==> config.mk <==
export PLATFORM = sky130hd
export DESIGN_NAME = extirq_top
export DESIGN_NICKNAME = d
export VERILOG_FILES = /design/src/rtl/extirq_pkg.sv /design/src/rtl/extirq_sync.sv /design/src/rtl/extirq_chan.sv /design/src/rtl/extirq_top.sv
export SDC_FILE = /design/constraint.sdc
export NUM_CORES = 1
export LEC_CHECK = 0
export ABC_AREA = 1
export ABC_CLOCK_PERIOD_IN_PS = 1300
export BUFFER_PORTS_ARGS = -buffer_cell sky130_fd_sc_hd__clkbuf_2
export CAP_MARGIN = 20
export CELL_PAD_IN_SITES_DETAIL_PLACEMENT = 1
export CELL_PAD_IN_SITES_GLOBAL_PLACEMENT = 1
export CORE_AREA = 2 2 58 82
export DETAILED_ROUTE_END_ITERATION = 12
export DIE_AREA = 0 0 60 84
export HOLD_SLACK_MARGIN = 0.15
export PLACE_DENSITY_LB_ADDON = 0.1
export SYNTH_ARGS = -nofsm -noshare
export SYNTH_HDL_FRONTEND = slang
export SYNTH_HIERARCHICAL = 1
export SYNTH_SLANG_ARGS = --single-unit
==> constraint.sdc <==
create_clock -name clk -period 1.3 [get_ports clk]
set_clock_uncertainty 0.1 [all_clocks]
set_input_delay 0.195 -clock clk [delete_from_list [all_inputs] [get_ports clk]]
set_output_delay 0.195 -clock clk [all_outputs]
set_load 0.005 [all_outputs]
==> src/rtl/extirq_pkg.sv <==
package extirq_pkg;

    parameter int NUM_GEN     = 4;
    parameter int NUM_LEG     = 2;
    parameter int SYNC_STAGES = 2;

    typedef enum logic [1:0] {
        TRIG_LEVEL = 2'b00,
        TRIG_RISE  = 2'b01,
        TRIG_FALL  = 2'b10,
        TRIG_BOTH  = 2'b11
    } trig_mode_e;

    // True when the sampled transition prv -> cur matches the mode.
    function automatic logic edge_hit(trig_mode_e m, logic cur, logic prv);
        case (m)
            TRIG_RISE: edge_hit = cur & ~prv;
            TRIG_FALL: edge_hit = ~cur & prv;
            TRIG_BOTH: edge_hit = cur ^ prv;
            default:   edge_hit = 1'b0;
        endcase
    endfunction

    // Legacy channels map their single bit onto a fixed edge mode.
    function automatic trig_mode_e legacy_mode(logic edge_en, trig_mode_e edge_kind);
        legacy_mode = edge_en ? edge_kind : TRIG_LEVEL;
    endfunction

endpackage

==> src/rtl/extirq_sync.sv <==
module extirq_sync #(
    parameter int WIDTH  = 6,
    parameter int STAGES = 2
) (
    input  logic             clk,
    input  logic             rst,
    input  logic [WIDTH-1:0] raw_i,
    output logic [WIDTH-1:0] sync_o,
    output logic [WIDTH-1:0] prev_o
);
    localparam int DEPTH = STAGES + 1;

    logic [WIDTH-1:0] stg [DEPTH];

    generate
        for (genvar s = 0; s < DEPTH; s++) begin : g_stage
            if (s == 0) begin : g_first
                always_ff @(posedge clk) begin
                    if (rst) stg[s] <= '1;
                    else     stg[s] <= raw_i;
                end
            end else begin : g_next
                always_ff @(posedge clk) begin
                    if (rst) stg[s] <= '1;
                    else     stg[s] <= stg[s-1];
                end
            end
        end
    endgenerate

    assign sync_o = stg[STAGES-1];
    assign prev_o = stg[STAGES];

    // leaving reset, the synchronised view is the idle-high pin state
    p_idle_after_reset_r1: assert property (@(posedge clk)
        $fell(rst) |-> (&sync_o && &prev_o));

endmodule

==> src/rtl/extirq_chan.sv <==
module extirq_chan
    import extirq_pkg::*;
(
    input  logic       clk,
    input  logic       rst,
    input  logic       sync_i,
    input  logic       prev_i,
    input  trig_mode_e mode_i,
    input  logic       clr_i,
    output logic       req_o
);
    trig_mode_e mode_q;
    logic       flag_q;
    logic       hit;

    assign hit = edge_hit(mode_i, sync_i, prev_i);

    always_ff @(posedge clk) begin
        if (rst) begin
            mode_q <= TRIG_LEVEL;
            flag_q <= 1'b0;
        end else begin
            mode_q <= mode_i;
            if (mode_i != mode_q) flag_q <= 1'b0;
            else if (hit)         flag_q <= 1'b1;
            else if (clr_i)       flag_q <= 1'b0;
        end
    end

    always_comb begin
        if (mode_i == TRIG_LEVEL) req_o = ~sync_i;
        else                      req_o = flag_q;
    end

    // a channel settled in level mode holds no latched flag
    p_level_unlatched_r2: assert property (@(posedge clk) disable iff (rst)
        (mode_i == TRIG_LEVEL && mode_q == TRIG_LEVEL) |-> !flag_q);

    // a flag only rises after the synchroniser showed a transition
    p_set_needs_edge_r3: assert property (@(posedge clk) disable iff (rst)
        $rose(flag_q) |-> $past(sync_i != prev_i));

    // without clear or mode change the flag persists
    p_flag_holds_r6: assert property (@(posedge clk) disable iff (rst)
        (flag_q && !clr_i && mode_i == mode_q) |=> flag_q);

    // a clear with no coincident transition empties the flag
    p_clear_drops_r6: assert property (@(posedge clk) disable iff (rst)
        (clr_i && sync_i == prev_i) |=> !flag_q);

    // any mode change empties the flag at the next edge
    p_mode_change_clears_r8: assert property (@(posedge clk) disable iff (rst)
        (mode_i != mode_q) |=> !flag_q);

endmodule

==> src/rtl/extirq_top.sv <==
module extirq_top
    import extirq_pkg::*;
#(
    parameter int NG = NUM_GEN
) (
    input  logic            clk,
    input  logic            rst,
    input  logic [NG-1:0]   pin_gen,
    input  logic [2*NG-1:0] mode_gen,
    input  logic [NG-1:0]   clr_gen,
    input  logic [1:0]      pin_leg,
    input  logic [1:0]      edge_leg,
    input  logic [1:0]      clr_leg,
    output logic [NG-1:0]   req_gen,
    output logic [1:0]      req_leg
);
    localparam int NCH = NG + NUM_LEG;

    logic [NCH-1:0] pins_all, clr_all, req_all, sync_all, prev_all;
    trig_mode_e     ch_mode [NCH];

    assign pins_all = {pin_leg, pin_gen};
    assign clr_all  = {clr_leg, clr_gen};

    always_comb begin
        for (int g = 0; g < NG; g++)
            ch_mode[g] = trig_mode_e'(mode_gen[2*g +: 2]);
        // legacy 0 edge mode is falling only
        ch_mode[NG]   = legacy_mode(edge_leg[0], TRIG_FALL);
        // legacy 1 edge mode takes both directions
        ch_mode[NG+1] = legacy_mode(edge_leg[1], TRIG_BOTH);
    end

    extirq_sync #(.WIDTH(NCH), .STAGES(SYNC_STAGES)) u_sync (
        .clk    (clk),
        .rst    (rst),
        .raw_i  (pins_all),
        .sync_o (sync_all),
        .prev_o (prev_all)
    );

    generate
        for (genvar c = 0; c < NCH; c++) begin : g_chan
            extirq_chan u_chan (
                .clk    (clk),
                .rst    (rst),
                .sync_i (sync_all[c]),
                .prev_i (prev_all[c]),
                .mode_i (ch_mode[c]),
                .clr_i  (clr_all[c]),
                .req_o  (req_all[c])
            );
        end
    endgenerate

    assign req_gen = req_all[NG-1:0];
    assign req_leg = req_all[NCH-1:NG];

endmodule

## Word-level counts from Yosys, hierarchy flattened

Memories as Yosys holds them, arrays and structs flattened.
Index checks and enable logic that the tools add are counted.

| cells by class | value |
|---|---|
| eq/ne operators | 24 |
| reductions and logical operators | 18 |
| bitwise logic cells | 33 |
| multiplexer cells | 32 |

Operators with widths:

| kind | number |
|---|---|
| $eq 2x2->1 const B | 12 |
| $mux 1 | 21 |
| $mux 6 | 3 |
| $pmux 1 s3 | 6 |
| $and 1x1->1 | 12 |
| $eq 2x1->1 const B | 6 |
| $logic_not 2->1 | 6 |
| $ne 2x2->1 | 6 |
| $not 1->1 | 12 |
| $reduce_bool 2->1 | 6 |
| $reduce_or 2->1 | 6 |
| $xor 1x1->1 | 6 |
| $mux 2 | 2 |
| $or 1x1->1 | 3 |

| storage, ports and cells | value |
|---|---|
| output and inout port bits | 6 |
| memory bits (writable) | 18 |
| input bits | 24 |
| register bits | 18 |
| memories | 1 |

Memory list:

| memory | words | width | read ports | clocked after memory_dff | write ports | line | source |
|---|---|---|---|---|---|---|---|
| u_sync.stg | 3 | 6 | 3 | 0 | 3 | extirq_sync.sv:13 | `logic [WIDTH-1:0] stg [DEPTH];` |

## Longest topological paths before layout

| depth | value |
|---|---|
| depth after elaboration | 4 |
| depth in mapped cells | 7 |
| gate-level depth less buffers | 7 |

## Hierarchy

The synthesis kept the hierarchy.

Modules (own cells, without submodules):

| module | instances | area each (um^2) | cells each | sequential area each (um^2) |
|---|---|---|---|---|
| extirq_chan | 6 | 187.7 | 27 | 60.1 |
| extirq_sync | 1 | 514.2 | 56 | 360.3 |
| extirq_top | 1 | 3.8 | 1 | 0.0 |

## Worst setup path after synthesis

No wires, ideal clock.

| timing path | value |
|---|---|
| path kind | register to register |
| from | memory u_sync.stg[1][0] |
| to | register g_chan[0].u_chan.flag_q |
| arrival | 0.901 ns |
| stages on the path, launching flop included | 8 |
| setup time | 0.111 ns |
| clock period less this slack | 1.113 ns |
| buffers on the path | 0 |
| setup slack | 0.187 ns |
| cell sequence | dfxtp_1 > inv_1 > ha_1 > inv_1 > nand3_1 > nand3_1 > nor2_1 > nor2_1 |

RTL lines:

| what | line | source |
|---|---|---|
| from (decl) | extirq_sync.sv:13 |  |
| to (signal assigned) | extirq_chan.sv:21 | `flag_q <= 1'b0;` |
| to (signal assigned) | extirq_chan.sv:24 | `if (mode_i != mode_q) flag_q <= 1'b0;` |
| to (signal assigned) | extirq_chan.sv:25 | `else if (hit) flag_q <= 1'b1;` |
| to (decl) | extirq_chan.sv:13 | `logic flag_q;` |

==> metrics.md <==
| Metric | Value |
|---|---|
| Crit share post-route | `0.948` |
| # rows | `29` |
| CP endpoint kind | `output pin` |
| First-pass GRT wire length | `between 5000 and 6000 microns` |
| Critical path class | `register to output pin` |
| Diode count | `0` |
| CP startpoint | `u_sync/stg[1][0]$_SDFF_PP1_` |
| CP endpoint | `req_gen[0]` |
| Max Slew Vio Count | `0` |
| Layout Nets | `320` |
| Max incr delay on CP | `0.33 ns` |
| DRT Pass-1 Iters | `4` |
| Via Count | `1461` |
| Port bufs | `29` |
| TritonCTS clock tree | `yes` |
| Placed cell areas | `~1900 sq um` |
| Cells after Synth | `219` |
| Via-per-instance ratio | `4.21` |
| Die Ht | `84 microns` |
| Crit-path cells | `inv_1, nand2_1, o21ai_0, buf_2` |
| Gr usage total | `0.146` |
| Grt total ovfl | `0` |
| Syn. warnings | `6` |
| Net Sw Frac | `0.237` |
| Post-route DRC | `0` |
| Area Growth Syn to Fin | `34.9%` |
| Crit path DAT | `0.94 ns` |
| Ratio of cells with drive above 1 in the final layout | `0.211` |
| Placeable Area | `~4400 sq um` |
| HPWL after DPL | `2300 microns` |
| WP data required | `1.00 ns` |
| Num CTS Buffers | `5` |
| RSZ-0062 raised after global routing | `yes` |
| Sequential element share of the synthesized area | `0.438` |
| Clk slew on worst S/H paths | `approximately 0.07 ns` |
| Max frequency | `811 MHz` |
| GPL Wtd Cong | `0.711` |
| Hold/Removal Path Class | `primary input to register` |
| Die Wd | `60 microns` |
| Worst Reg2Reg Path Length in Cells | `7` |
| Layout fillers | `578` |
| Internal power | `roughly 0.0017 W` |
| Power Density | `1020 nW/um^2` |
| P_sw | `around 0.00054 W` |
| Drt total wl | `between 3000 and 4000 microns` |
| Power consumption | `0.00226 W` |
| Flop pwr share | `0.518` |
| CTS Root Cell | `clkbuf_8` |
| Syn avg cell area | `roughly 7.5 sq um` |
| Peak supply drop | `0.762 mV` |
| Reg2Reg Capture Point | `g_chan[3].u_chan/flag_q$_SDFFE_PP0P_` |
| FF-to-FF setup slack | `0.14 ns` |
| Leak | `1.21 nW` |
| Clock Latency Late Sink | `between 0.2 and 0.3 ns` |
| Initial core utilization | `0.374` |
| Final number of setup-violating endpoints | `0` |
| Min cycle time layout | `1.23 ns` |
| Cell variety after synth | `13` |
| Combinational fraction of design power | `0.123` |
| Status | `finished clean` |
| CP startpoint kind | `register` |
| DR WL/cell | `9.25 microns` |
| Endpoints failing hold | `0` |
| Initial antenna violation count | `0` |
| Htree depth | `2` |
| CTS sink cnt | `36` |
| Post-synthesis instance area | `1640 sq um` |
| Worst-path fanout max | `3` |
| I/O pin cnt | `30` |
| Initial DRC Count | `22` |
| Cell area after layout | `2220 sq um` |
| Final antenna-violating net count | `0` |
| Max_cap viols | `0` |
| Worst-case clock buffer depth | `2` |
| Largest net degree at the start of global routing | `19` |
| Reg2reg start | `u_sync/stg[1][3]$_SDFF_PP1_` |
| Vias in the first global route | `~1500` |
| Slowest-stage cell, CP | `dfxtp_2` |
| Number of synthesized register bits | `36` |
| Clk pwr share | `0.359` |
| Die area | `5040 sq um` |
==> critical path, delay by kind of cell (launching register included) <==
family / cells / cell delay [ns]
and+or+nand+nor: 1 / 0.05
DFF: 1 / 0.33
AOI/OAI and AO/OA: 1 / 0.07
buffers and inverters: 2 / 0.20
==> cell usage after synthesis (all sizes together) <==
library cell / instances / share of area
a21oi: 6 / 0.032
buf: 1 / 0.0091
conb: 1 / 0.0023
dfxtp: 36 / 0.44
ha: 12 / 0.091
inv: 55 / 0.13
nand2: 24 / 0.055
nand3: 30 / 0.091
nor2: 36 / 0.082
o21ai: 6 / 0.018
or2: 6 / 0.023
xnor2: 6 / 0.032
==> sequential cells by signal, indices dropped and copies added (netlist names) <==
name and cells:
u_sync/stg 18, g_chan.u_chan/mode_q 12, g_chan.u_chan/flag_q 6
==> stage by stage <==
stage                     worst slack (ns)  instances  setup TNS [ns]  hold slack [ns]  utilization
after floorplan                      0.187        223               0            0.167            -
after global placement              0.0897        316               0            0.277        0.430
after detailed placement            0.0816        316               0            0.279        0.430
after CTS                           0.0175        346               0            0.152        0.501
after global routing              -0.00805        347        -0.00805            0.155        0.505
final                               0.0670        347               0            0.135        0.505
==> worst min-delay path by stage <==
stage | to | cells after the start | startpoint
2_1_floorplan | g_chan[0].u_chan/mode_q[0]$_SDFF_PP0_ | 1 | rst
3_3_place_gp | u_sync/stg[0][1]$_SDFF_PP1_ | 3 | pin_gen[1]
3_5_place_dp | u_sync/stg[0][5]$_SDFF_PP1_ | 3 | pin_leg[1]
4_1_cts | g_chan[5].u_chan/mode_q[1]$_SDFF_PP0_ | 3 | edge_leg[1]
5_1_grt | g_chan[5].u_chan/mode_q[1]$_SDFF_PP0_ | 3 | edge_leg[1]
6_report | g_chan[5].u_chan/mode_q[1]$_SDFF_PP0_ | 3 | edge_leg[1]
==> power groups by stage <==
stage / sequential [W] / combinational (W) / clock, W
global route: 0.00117 / 0.000325 / 0.000893
detailed placement: 0.00120 / 0.000227 / 0
CTS: 0.00117 / 0.000280 / 0.000847
global placement: 0.00119 / 0.000222 / 0
floorplan: 0.00119 / 0.000134 / 0
finish: 0.00117 / 0.000279 / 0.000811
==> metal layers <==
layer,GRT usage,up-vias,part of all wire
met3,0.0419,2,0.033
li1,-,774,-
met5,0,-,0
met1,0.136,665,0.39
met4,0.0485,0,0.0075
met2,0.282,20,0.57
==> logic make-up after synthesis <==
| group | synth area share |
|---|---|
| simple gates | 0.251 |
| compound gates | 0.0502 |
| fa+ha+maj | 0.0913 |
| other cells | 0.00228 |
| buf+inv | 0.135 |
| xor+xnor | 0.0320 |
| flops | 0.438 |
==> placed cells by master, fill, tap and decap left out, types with 6 or more instances in the layout <==
cell and n:
ha_1 12, xnor2_1 6, clkbuf_2 25, a21oi_2 6, inv_1 46, dlygate4sd3_1 22
inv_2 9, nand2_1 24, dfxtp_1 30, clkbuf_8 6, nor2_1 36, nand3_1 30
or2_0 6
==> repair_timing <==
| action | CTS | global route |
|---|---|---|
| resized for setup | 1 | 14 |
| endpoints found under the setup margin | 1 | 10 |
| pin swaps | 0 | 0 |
| setup buffers | 0 | 1 |
| hold buffers | 22 | 0 |
| endpoints found under the hold margin | 22 | 0 |
==> layout make-up <==
cell class / instances / area (sq um) / area share
timing repair buffer: 55 / 395 / 0.178
sequential: 36 / 731 / 0.330
clock buffer: 8 / 90.1 / 0.0406
tap: 62 / 77.6 / 0.0350
inverter: 55 / 206 / 0.0931
multi-input combinational: 131 / 717 / 0.323
(Power assumes the default switching activity.)
